--- src/rtl/wl_pkg.sv ---
package wl_pkg;

    // What happens to one incoming strobe
    typedef enum logic [1:0] {
        WL_IDLE     = 2'd0,
        WL_STORE    = 2'd1,
        WL_REJ_BND  = 2'd2,
        WL_REJ_BUSY = 2'd3
    } wl_outcome_e;

endpackage

--- src/rtl/wl_decide.sv ---
module wl_decide
    import wl_pkg::*;
(
    input  logic        strobe,
    input  logic        hold_only,
    input  logic        pending,
    input  logic        held_any,
    input  logic        same_block,
    output wl_outcome_e outcome,
    output logic        fire
);

    always_comb begin
        if (!strobe) begin
            outcome = WL_IDLE;
        end else if (pending) begin
            outcome = WL_REJ_BUSY;
        end else if (held_any && !same_block) begin
            outcome = WL_REJ_BND;
        end else begin
            outcome = WL_STORE;
        end
        fire = (outcome == WL_STORE) && !hold_only;
    end

endmodule

--- src/rtl/wl_slot_bank.sv ---
module wl_slot_bank #(
    parameter int DATA_W = 14,
    parameter int SLOTS  = 8,
    localparam int IDX_W = $clog2(SLOTS)
) (
    input  logic                    clk,
    input  logic                    rst_n,
    input  logic                    wr_en,
    input  logic [IDX_W-1:0]        wr_idx,
    input  logic [DATA_W-1:0]       wr_data,
    input  logic                    clr,
    output logic [SLOTS*DATA_W-1:0] rd_flat,
    output logic [SLOTS-1:0]        valid_mask
);

    for (genvar g = 0; g < SLOTS; g++) begin : g_slot
        logic [DATA_W-1:0] word_d, word_q;
        logic              vld_d, vld_q;
        logic              hit;

        always_comb begin
            hit    = wr_en && (wr_idx == IDX_W'(g));
            word_d = word_q;
            vld_d  = vld_q;
            if (clr) begin
                word_d = '1;
                vld_d  = 1'b0;
            end else if (hit) begin
                word_d = wr_data;
                vld_d  = 1'b1;
            end
        end

        always_ff @(posedge clk or negedge rst_n) begin
            if (!rst_n) begin
                word_q <= '1;
                vld_q  <= 1'b0;
            end else begin
                word_q <= word_d;
                vld_q  <= vld_d;
            end
        end

        assign rd_flat[g*DATA_W +: DATA_W] = word_q;
        assign valid_mask[g]               = vld_q;
    end

endmodule

--- src/rtl/pgm_write_latch.sv ---
module pgm_write_latch
    import wl_pkg::*;
#(
    parameter int ADDR_W = 15,
    parameter int DATA_W = 14,
    parameter int SLOTS  = 8
) (
    input  logic                    clk,
    input  logic                    rst_n,
    input  logic                    ld_valid,
    input  logic                    ld_hold,
    input  logic [ADDR_W-1:0]       ld_addr,
    input  logic [DATA_W-1:0]       ld_data,
    output logic                    cm_req,
    input  logic                    cm_ack,
    output logic [ADDR_W-1:0]       cm_base,
    output logic [SLOTS*DATA_W-1:0] cm_data,
    output logic                    bnd_err,
    output logic                    busy_err
);

    localparam int IDX_W = $clog2(SLOTS);
    localparam int TAG_W = ADDR_W - IDX_W;

    typedef struct packed {
        logic             pend;
        logic [TAG_W-1:0] tag;
        logic             bnd;
        logic             busy;
    } ctl_t;

    ctl_t        ctl_d, ctl_q;
    wl_outcome_e outcome;
    logic        fire;
    logic        held_any;
    logic        same_block;
    logic        slot_we;
    logic        slot_clr;
    logic [SLOTS-1:0] mask;

    assign same_block = (ld_addr[ADDR_W-1:IDX_W] == ctl_q.tag);
    assign held_any   = |mask;

    wl_decide u_decide (
        .strobe     (ld_valid),
        .hold_only  (ld_hold),
        .pending    (ctl_q.pend),
        .held_any   (held_any),
        .same_block (same_block),
        .outcome    (outcome),
        .fire       (fire)
    );

    always_comb begin
        ctl_d    = ctl_q;
        slot_we  = (outcome == WL_STORE);
        slot_clr = ctl_q.pend && cm_ack;
        ctl_d.bnd  = (outcome == WL_REJ_BND);
        ctl_d.busy = (outcome == WL_REJ_BUSY);
        if (ctl_q.pend) begin
            ctl_d.pend = !cm_ack;
        end else begin
            ctl_d.pend = fire;
        end
        if (slot_we && !held_any) begin
            ctl_d.tag = ld_addr[ADDR_W-1:IDX_W];
        end
    end

    always_ff @(posedge clk or negedge rst_n) begin
        if (!rst_n) begin
            ctl_q <= '0;
        end else begin
            ctl_q <= ctl_d;
        end
    end

    wl_slot_bank #(
        .DATA_W (DATA_W),
        .SLOTS  (SLOTS)
    ) u_bank (
        .clk        (clk),
        .rst_n      (rst_n),
        .wr_en      (slot_we),
        .wr_idx     (ld_addr[IDX_W-1:0]),
        .wr_data    (ld_data),
        .clr        (slot_clr),
        .rd_flat    (cm_data),
        .valid_mask (mask)
    );

    assign cm_req   = ctl_q.pend;
    assign cm_base  = {ctl_q.tag, {IDX_W{1'b0}}};
    assign bnd_err  = ctl_q.bnd;
    assign busy_err = ctl_q.busy;

endmodule

--- config.mk ---
export PLATFORM = sky130hd
export DESIGN_NAME = pgm_write_latch
export DESIGN_NICKNAME = d
export VERILOG_FILES = /design/src/rtl/wl_pkg.sv /design/src/rtl/wl_decide.sv /design/src/rtl/wl_slot_bank.sv /design/src/rtl/pgm_write_latch.sv
export SDC_FILE = /design/constraint.sdc
export NUM_CORES = 1
export LEC_CHECK = 0
export CORE_ASPECT_RATIO = 2
export CORE_MARGIN = 2
export CORE_UTILIZATION = 25
export DETAILED_ROUTE_END_ITERATION = 8
export DONT_BUFFER_PORTS = 1
export GPL_TIMING_DRIVEN = 0
export SKIP_LAST_GASP = 1
export SLEW_MARGIN = 5
export SYNTH_ARGS = -nofsm -noshare
export SYNTH_HDL_FRONTEND = slang
export SYNTH_SLANG_ARGS = --single-unit
export TNS_END_PERCENT = 1
--- constraint.sdc ---
create_clock -name clk -period 2.8 [get_ports clk]
set_input_delay 0.14 -clock clk [delete_from_list [all_inputs] [get_ports clk]]
set_output_delay 0.14 -clock clk [all_outputs]
set_load 0.01 [all_outputs]
==> results of run 1 <==
[placed cells by master, fill, tap and decap left out, types with 4 or more instances in the layout]
cell type and n:
dfrtp_1 23, clkbuf_16 18, o21a_1 4, dfstp_2 112, nor2_1 128, nand2_1 5
buf_4 6, xor2_1 12, mux2_2 12, buf_2 7, clkbuf_8 5, mux2i_1 112
a21oi_1 4, inv_1 5, dlygate4sd3_1 17, clkbuf_1 16
[metrics by stage]
| step | instances | cell area [um2] | hold WS (ps) | setup slack, ps | power (mW) |
|---|---|---|---|---|---|
| 5_1_grt | 802 | 6950 | -611 | -150 | 8.95 |
| 3_3_place_gp | 753 | 6150 | -141 | -65.3 | 6.09 |
| 3_5_place_dp | 753 | 6150 | -143 | -74.0 | 6.18 |
| 6_report | 802 | 6950 | -569 | -10.5 | 8.45 |
| 2_1_floorplan | 473 | 5800 | -156 | 610 | 5.57 |
| 4_1_cts | 802 | 6950 | -618 | -89.1 | 8.60 |
[cell families (layout without fill, tap and decap cells)]
logic type	Yosys count	in the layout	share of synthesized area (%)
xor+xnor	12	12	1.82
compound gates	10	10	1.23
other cells	1	3	0.0648
simple gates	153	153	11.3
mux	124	124	21.7
flops	135	135	60.8
buf+inv	36	85	3.13
[final cells by class]
cell class              instances  area [um2]
flip-flops and latches        135        3520
clock buffers                  23         519
clock inverters                 9         111
inverters                       5        18.8
multi-input cells             302        2100
fillers                      2330       15800
repair buffers                 17         170
plain buffers                  31         163
well taps                     280         350
[timing repair]
item                                   in CTS  in global routing
resized for setup                           1                  0
setup endpoints to repair                  27                 29
endpoints found under the hold margin     158                135
[flip-flops by register name (all words and copies together) (netlist names)]
register,cells
u_bank.g_slot.word_q,112
cm_base,12
u_bank.g_slot.vld_q,8
bnd_err,1
busy_err,1
cm_req,1
[path summary, 6_finish.rpt]
kind | start | end | slack [ps]
setup / recovery | cm_base[13]$_DFFE_PN0P_ | u_bank.g_slot[5].word_q[11]$_DFFE_PN1P_ | -10
hold / removal | rst_n | u_bank.g_slot[1].vld_q$_DFFE_PN0P_ | -570
setup reg to reg | cm_base[13]$_DFFE_PN0P_ | u_bank.g_slot[5].word_q[11]$_DFFE_PN1P_ | -10
hold reg to reg | u_bank.g_slot[5].vld_q$_DFFE_PN0P_ | u_bank.g_slot[5].vld_q$_DFFE_PN0P_ | 490
max in group asynchronous | rst_n | u_bank.g_slot[6].word_q[10]$_DFFE_PN1P_ | 3080
min in group clk | ld_valid | bnd_err$_DFF_PN0_ | 40
[power groups by stage]
| stage | Sequential [mW] | Combinational [mW] | Clock, mW |
|---|---|---|---|
| CTS | 4.79 | 1.40 | 2.41 |
| global route | 4.87 | 1.60 | 2.48 |
| floorplan | 4.44 | 1.13 | 0 |
| detailed placement | 4.81 | 1.37 | 0 |
| finish | 4.75 | 1.36 | 2.33 |
| global placement | 4.79 | 1.31 | 0 |
[layer usage]
layer	track usage, %	share of wire, %
met5	0	0
met3	5.33	6.6
met1	13.6	34
met2	27.6	57
met4	6.67	2.5
==> metrics, run 1 <==
fin nets=543; sequential power share=56.2%; peak supply drop=between 500 and 600 uV; hold_buf cts=17; Min Hold Slack=-569 ps; Int Pwr=5.69 mW; Max Buffers Root-to-Sink=2; Die Y-Extent=about 220 um; Post-Synthesis Mean Instance Area=12.3 um2; Clock Latency Late Sink=420 ps; vias per cell=4.50; cell with the most instances after synthesis=nor2_1; 1st-iter DRT viols=188; Starting Density=between 20% and 30%; Main synth FF type=dfstp_2; drc violations=0; final hold vios=around 140; post-CTS setup buffer count=0; number of enable flip-flop cells after synthesis=0; Setup TNS=-12.7 ps; CP max stage delay=670 ps; Worst-Margin Slew=approximately 1100 ps; leak pwr=3.02 nW; Clock Skew=6.99 ps; initial antenna violation count=0; synth top area cells=dfstp_2 (51%), mux2i_1 (19%), dfrtp_1 (9.9%); Root Driver=clkbuf_16; CTS tree=yes; # H-tree levels=4; Final setup violation count=2; PortBufs=0; cts bufs inserted=17; Clock Pin Slew Worst Setup and Hold Paths=60 ps; ant diodes=0; global placement routability congestion=0.778; RSZ-0062 raised after global routing=true; Layout Utilization=30.6%; Max Transition Viols Final=0; Post-Route WL=17000 um; crit path kind=flip-flop to flip-flop; via count of the routed design=3608; fmax=0.356 GHz; global route total overflow=0; die width=112 um; Initial DRT Pass Iterations=4; Synth top area share=50.8%; kind of cell adding the most delay to the critical path=simple AND/OR/NAND/NOR gates; worst path buffer plus inverter count=1; FP Rows=roughly 80; largest net degree at the start of global routing=136; Ys Warns=0; synthesized instance count=471; Synth async-reset ratio=100%; GRT Util Overall=14.5%; slew margin rel.=27.3%; Final Critical Period=2810 ps; failing checks=negative hold slack, negative setup slack; Max-Cap Viols=0; clock share of power=~28%; Synth top cells by count=nor2_1 (129), dfstp_2 (112), mux2i_1 (112), dfrtp_1 (23), clkbuf_1 (16); Synth area leader=dfstp_2; Worst EP required=3140 ps; Core Footprint=22700 um2; distinct cell type count after synthesis=29; Max Fanout on Critical Path=10; final worst-path setup slack=-10.5 ps; Syn-to-layout area delta=20.1%; nature of the critical path startpoint=flip-flop; crit path DAT=3150 ps; CP max-delay cell=nor2_1; CTS Sinks=135; Crit path depth=6; post-detail-place hpwl=12300 um; WL per Instance=21.2 um; final antenna-violating net count=0; Power Density=1220 nW/um2; Sw Pwr=2.76 mW; Cell Area, Synth=about 5800 um2; first-pass GRT wire length=25700 um; #FFs+latches synth=~140; sequence of cells on the critical path=xor2_1, nor4_1, a31oi_2, nor2_1, buf_2, mux2i_1; Hold Crit Class=primary input to asynchronous set/reset pin; die area=24500 um2; Crit. End Element=flip-flop; sequential fraction of the synthesis area=between 60 and 70%; sw frac=32.7%; Combinational Power Share=16.2%; share of cells above drive strength 1=approximately 34%; vias in the first global route=4125; outcome=complete, but fails checks; R2R depth=6; Final period util=100%; # IOs=164
(Power assumes the default switching activity.)
==> run 2: changes to the inputs <==
CTS_BUF_LIST = sky130_fd_sc_hd__clkbuf_4 sky130_fd_sc_hd__clkbuf_8   (was default)
==> run 2 against run 1 <==
Against the previous run:
- the run ends with negative hold slack left
- worst setup slack improved by 35 ps
- cell area fell by 2.5%
- count of clock-buffer cells in the layout fell by 1
- worst hold slack got worse by 48 ps
- fmax rose by 1.3%
- routed wire length rose by 0.11%
- die area did not move
- combinational power barely moved
- non-clock buffer count rose by 1
- register-to-register slack improved by 40 ps
- power fell by 6.5%
==> metrics, run 2 (synthesis results as in run 1) <==
outcome=complete, but fails checks (unchanged); failing checks=negative hold slack (was negative hold slack, negative setup slack); hold_buf cts=18 (was 17); commonest non-fill, non-tap cell in the layout=nor2_1 (unchanged); PortBufs=0 (unchanged); commonest non-fill, non-tap cells in the layout=nor2_1 (128), mux2i_1 (112), dfstp_2 (112), dfrtp_1 (23), clkbuf_8 (22) (was nor2_1 (128), mux2i_1 (112), dfstp_2 (112), dfrtp_1 (23), clkbuf_16 (18)); 1st-iter DRT viols=198 (was 188); global route total overflow=0 (unchanged); final worst-path setup slack=24.6 ps (was -10.5 ps); drc violations=0 (unchanged); GRT Util Overall=14.5% (about the same); Worst EP required=3180 ps (was 3140 ps); Clock Skew=14.2 ps (was 6.99 ps); Setup TNS=0 ps (was -12.7 ps); # H-tree levels=4 (unchanged); fin nets=544 (was 543); Area after DPL=6150 um2 (unchanged); global placement routability congestion=0.778 (unchanged); via count of the routed design=3604 (was 3608); die area=24500 um2 (unchanged); CTS tree=yes (unchanged); Crit. End Element=flip-flop (unchanged); cts bufs inserted=17 (unchanged); Core Footprint=22700 um2 (unchanged); Post-Route WL=17000 um (about the same); Clock Pin Slew Worst Setup and Hold Paths=80 ps (was 60 ps); Syn-to-layout area delta=17.1% (was 20.1%); beginning of the critical path=cm_base[13]$_DFFE_PN0P_ (unchanged); Power Density=1170 nW/um2 (was 1220 nW/um2); Max Fanout on Critical Path=10 (unchanged); Root Driver=clkbuf_8 (was clkbuf_16); crit path DAT=3160 ps (was 3150 ps); post-detail-place hpwl=12300 um (unchanged); crit path kind=flip-flop to flip-flop (unchanged); share of cells above drive strength 1=33.8% (was 33.9%); # IOs=164 (unchanged); R2R depth=6 (unchanged); vias in the first global route=4109 (was 4125); Initial DRT Pass Iterations=4 (unchanged); reg2reg start=cm_base[13]$_DFFE_PN0P_ (unchanged); Biggest register=u_bank.g_slot.word_q (unchanged); Starting Density=25.5% (unchanged); Max-Cap Viols=0 (unchanged); final hold vios=135 (unchanged); vias per cell=4.48 (was 4.50); Largest register FFs=112 (unchanged); WL per Instance=21.1 um (was 21.2 um); fmax=0.360 GHz (was 0.356 GHz); final antenna-violating net count=0 (unchanged); initial antenna violation count=1 (was 0); reg-to-reg endpoint=u_bank.g_slot[5].word_q[11]$_DFFE_PN1P_ (unchanged); FF-to-FF setup slack=20 ps (was -10 ps); leak pwr=2.94 nW (was 3.02 nW); Critical Path Sink=u_bank.g_slot[5].word_q[11]$_DFFE_PN1P_ (unchanged); Clock Latency Late Sink=470 ps (was 420 ps); peak supply drop=455 uV (was 547 uV); die width=112 um (unchanged); fin area=6780 um2 (was 6950 um2); Final setup violation count=0 (was 2); slew margin rel.=26.4% (was 27.3%); FP Rows=78 (unchanged); Max Transition Viols Final=0 (unchanged); Worst-Margin Slew=1100 ps (was 1090 ps); total power draw=7.90 mW (was 8.45 mW); Die Y-Extent=219 um (unchanged); largest net degree at the start of global routing=136 (unchanged); CTS Sinks=135 (unchanged); Setup Slack @ Placement=-74.0 ps (unchanged); Final Critical Period=2780 ps (was 2810 ps); first-pass GRT wire length=25700 um (about the same); Max Buffers Root-to-Sink=2 (unchanged); nature of the critical path startpoint=flip-flop (unchanged); Hold Crit Class=primary input to asynchronous set/reset pin (unchanged); RSZ-0062 raised after global routing=true (unchanged); Min Hold Slack=-617 ps (was -569 ps); Final period util=99.1% (was 100%)
run 2: cell count changes in the layout (fill, tap and decap cells not counted):
cell and change:
clkbuf_16 -18, dlygate4sd3_1 +1, bufinv_16 +1, diode_2 +1, clkbuf_8 +17
run 2: worst max-delay path, stage by stage, from the launching register on:
cell     delay (ps)
dfrtp_1         440
xor2_1          190
nor4_1          410
a31oi_2         310
nor2_1          650
buf_2           450
mux2i_1         250
run 2: area by class of cell:
cell class,count,area (um2)
diodes,1,2.50
plain buffers,31,163
clock buffers,22,303
clock inverters,10,141
fillers,2350,16000
inverters,5,18.8
multi-input cells,302,2100
flip-flops and latches,135,3520
well taps,280,350
repair buffers,18,180
run 2: metrics by stage:
step	cells	hold WS (ps)	utilization, %
after floorplan	473	-156	-
after CTS	803	-688	29.8
after detailed placement	753	-143	27.0
after global placement	753	-141	27.0
after global routing	804	-670	29.8
final	804	-617	29.8
run 2: worst min path at each step:
stage	from	end	slack [ps]
after global routing	rst_n	u_bank.g_slot[3].vld_q$_DFFE_PN0P_	-670
after CTS	rst_n	bnd_err$_DFF_PN0_	-690
after detailed placement	rst_n	cm_base[4]$_DFFE_PN0P_	-140
final	rst_n	u_bank.g_slot[2].vld_q$_DFFE_PN0P_	-620
after floorplan	rst_n	bnd_err$_DFF_PN0_	-160
after global placement	rst_n	u_bank.g_slot[1].vld_q$_DFFE_PN0P_	-140
run 2: what timing repair did:
item / 4_1_cts / 5_1_grt
hold endpoints to repair: 166 / 135
buffers inserted: 0 / 0
resized for setup: 1 / 0
cloned: 0 / 0
setup endpoints to repair: 27 / 30
run 2: power breakdown:
part           total (mW)  internal, mW  switching (mW)
sequential           4.75          3.52            1.23
clock                1.79          1.00           0.785
combinational        1.37         0.681           0.686
run 2: routing by layer:
| metal | up-vias | track usage, % | routed length, um | share of wire [%] |
|---|---|---|---|---|
| met1 | 1821 | 13.5 | 5710 | 34 |
| met4 | 0 | 6.91 | 444 | 2.6 |
| met3 | 25 | 5.30 | 1070 | 6.3 |
| met5 | - | 0 | 0 | 0 |
| met2 | 121 | 27.7 | 9770 | 57 |
| li1 | 1637 | - | - | - |
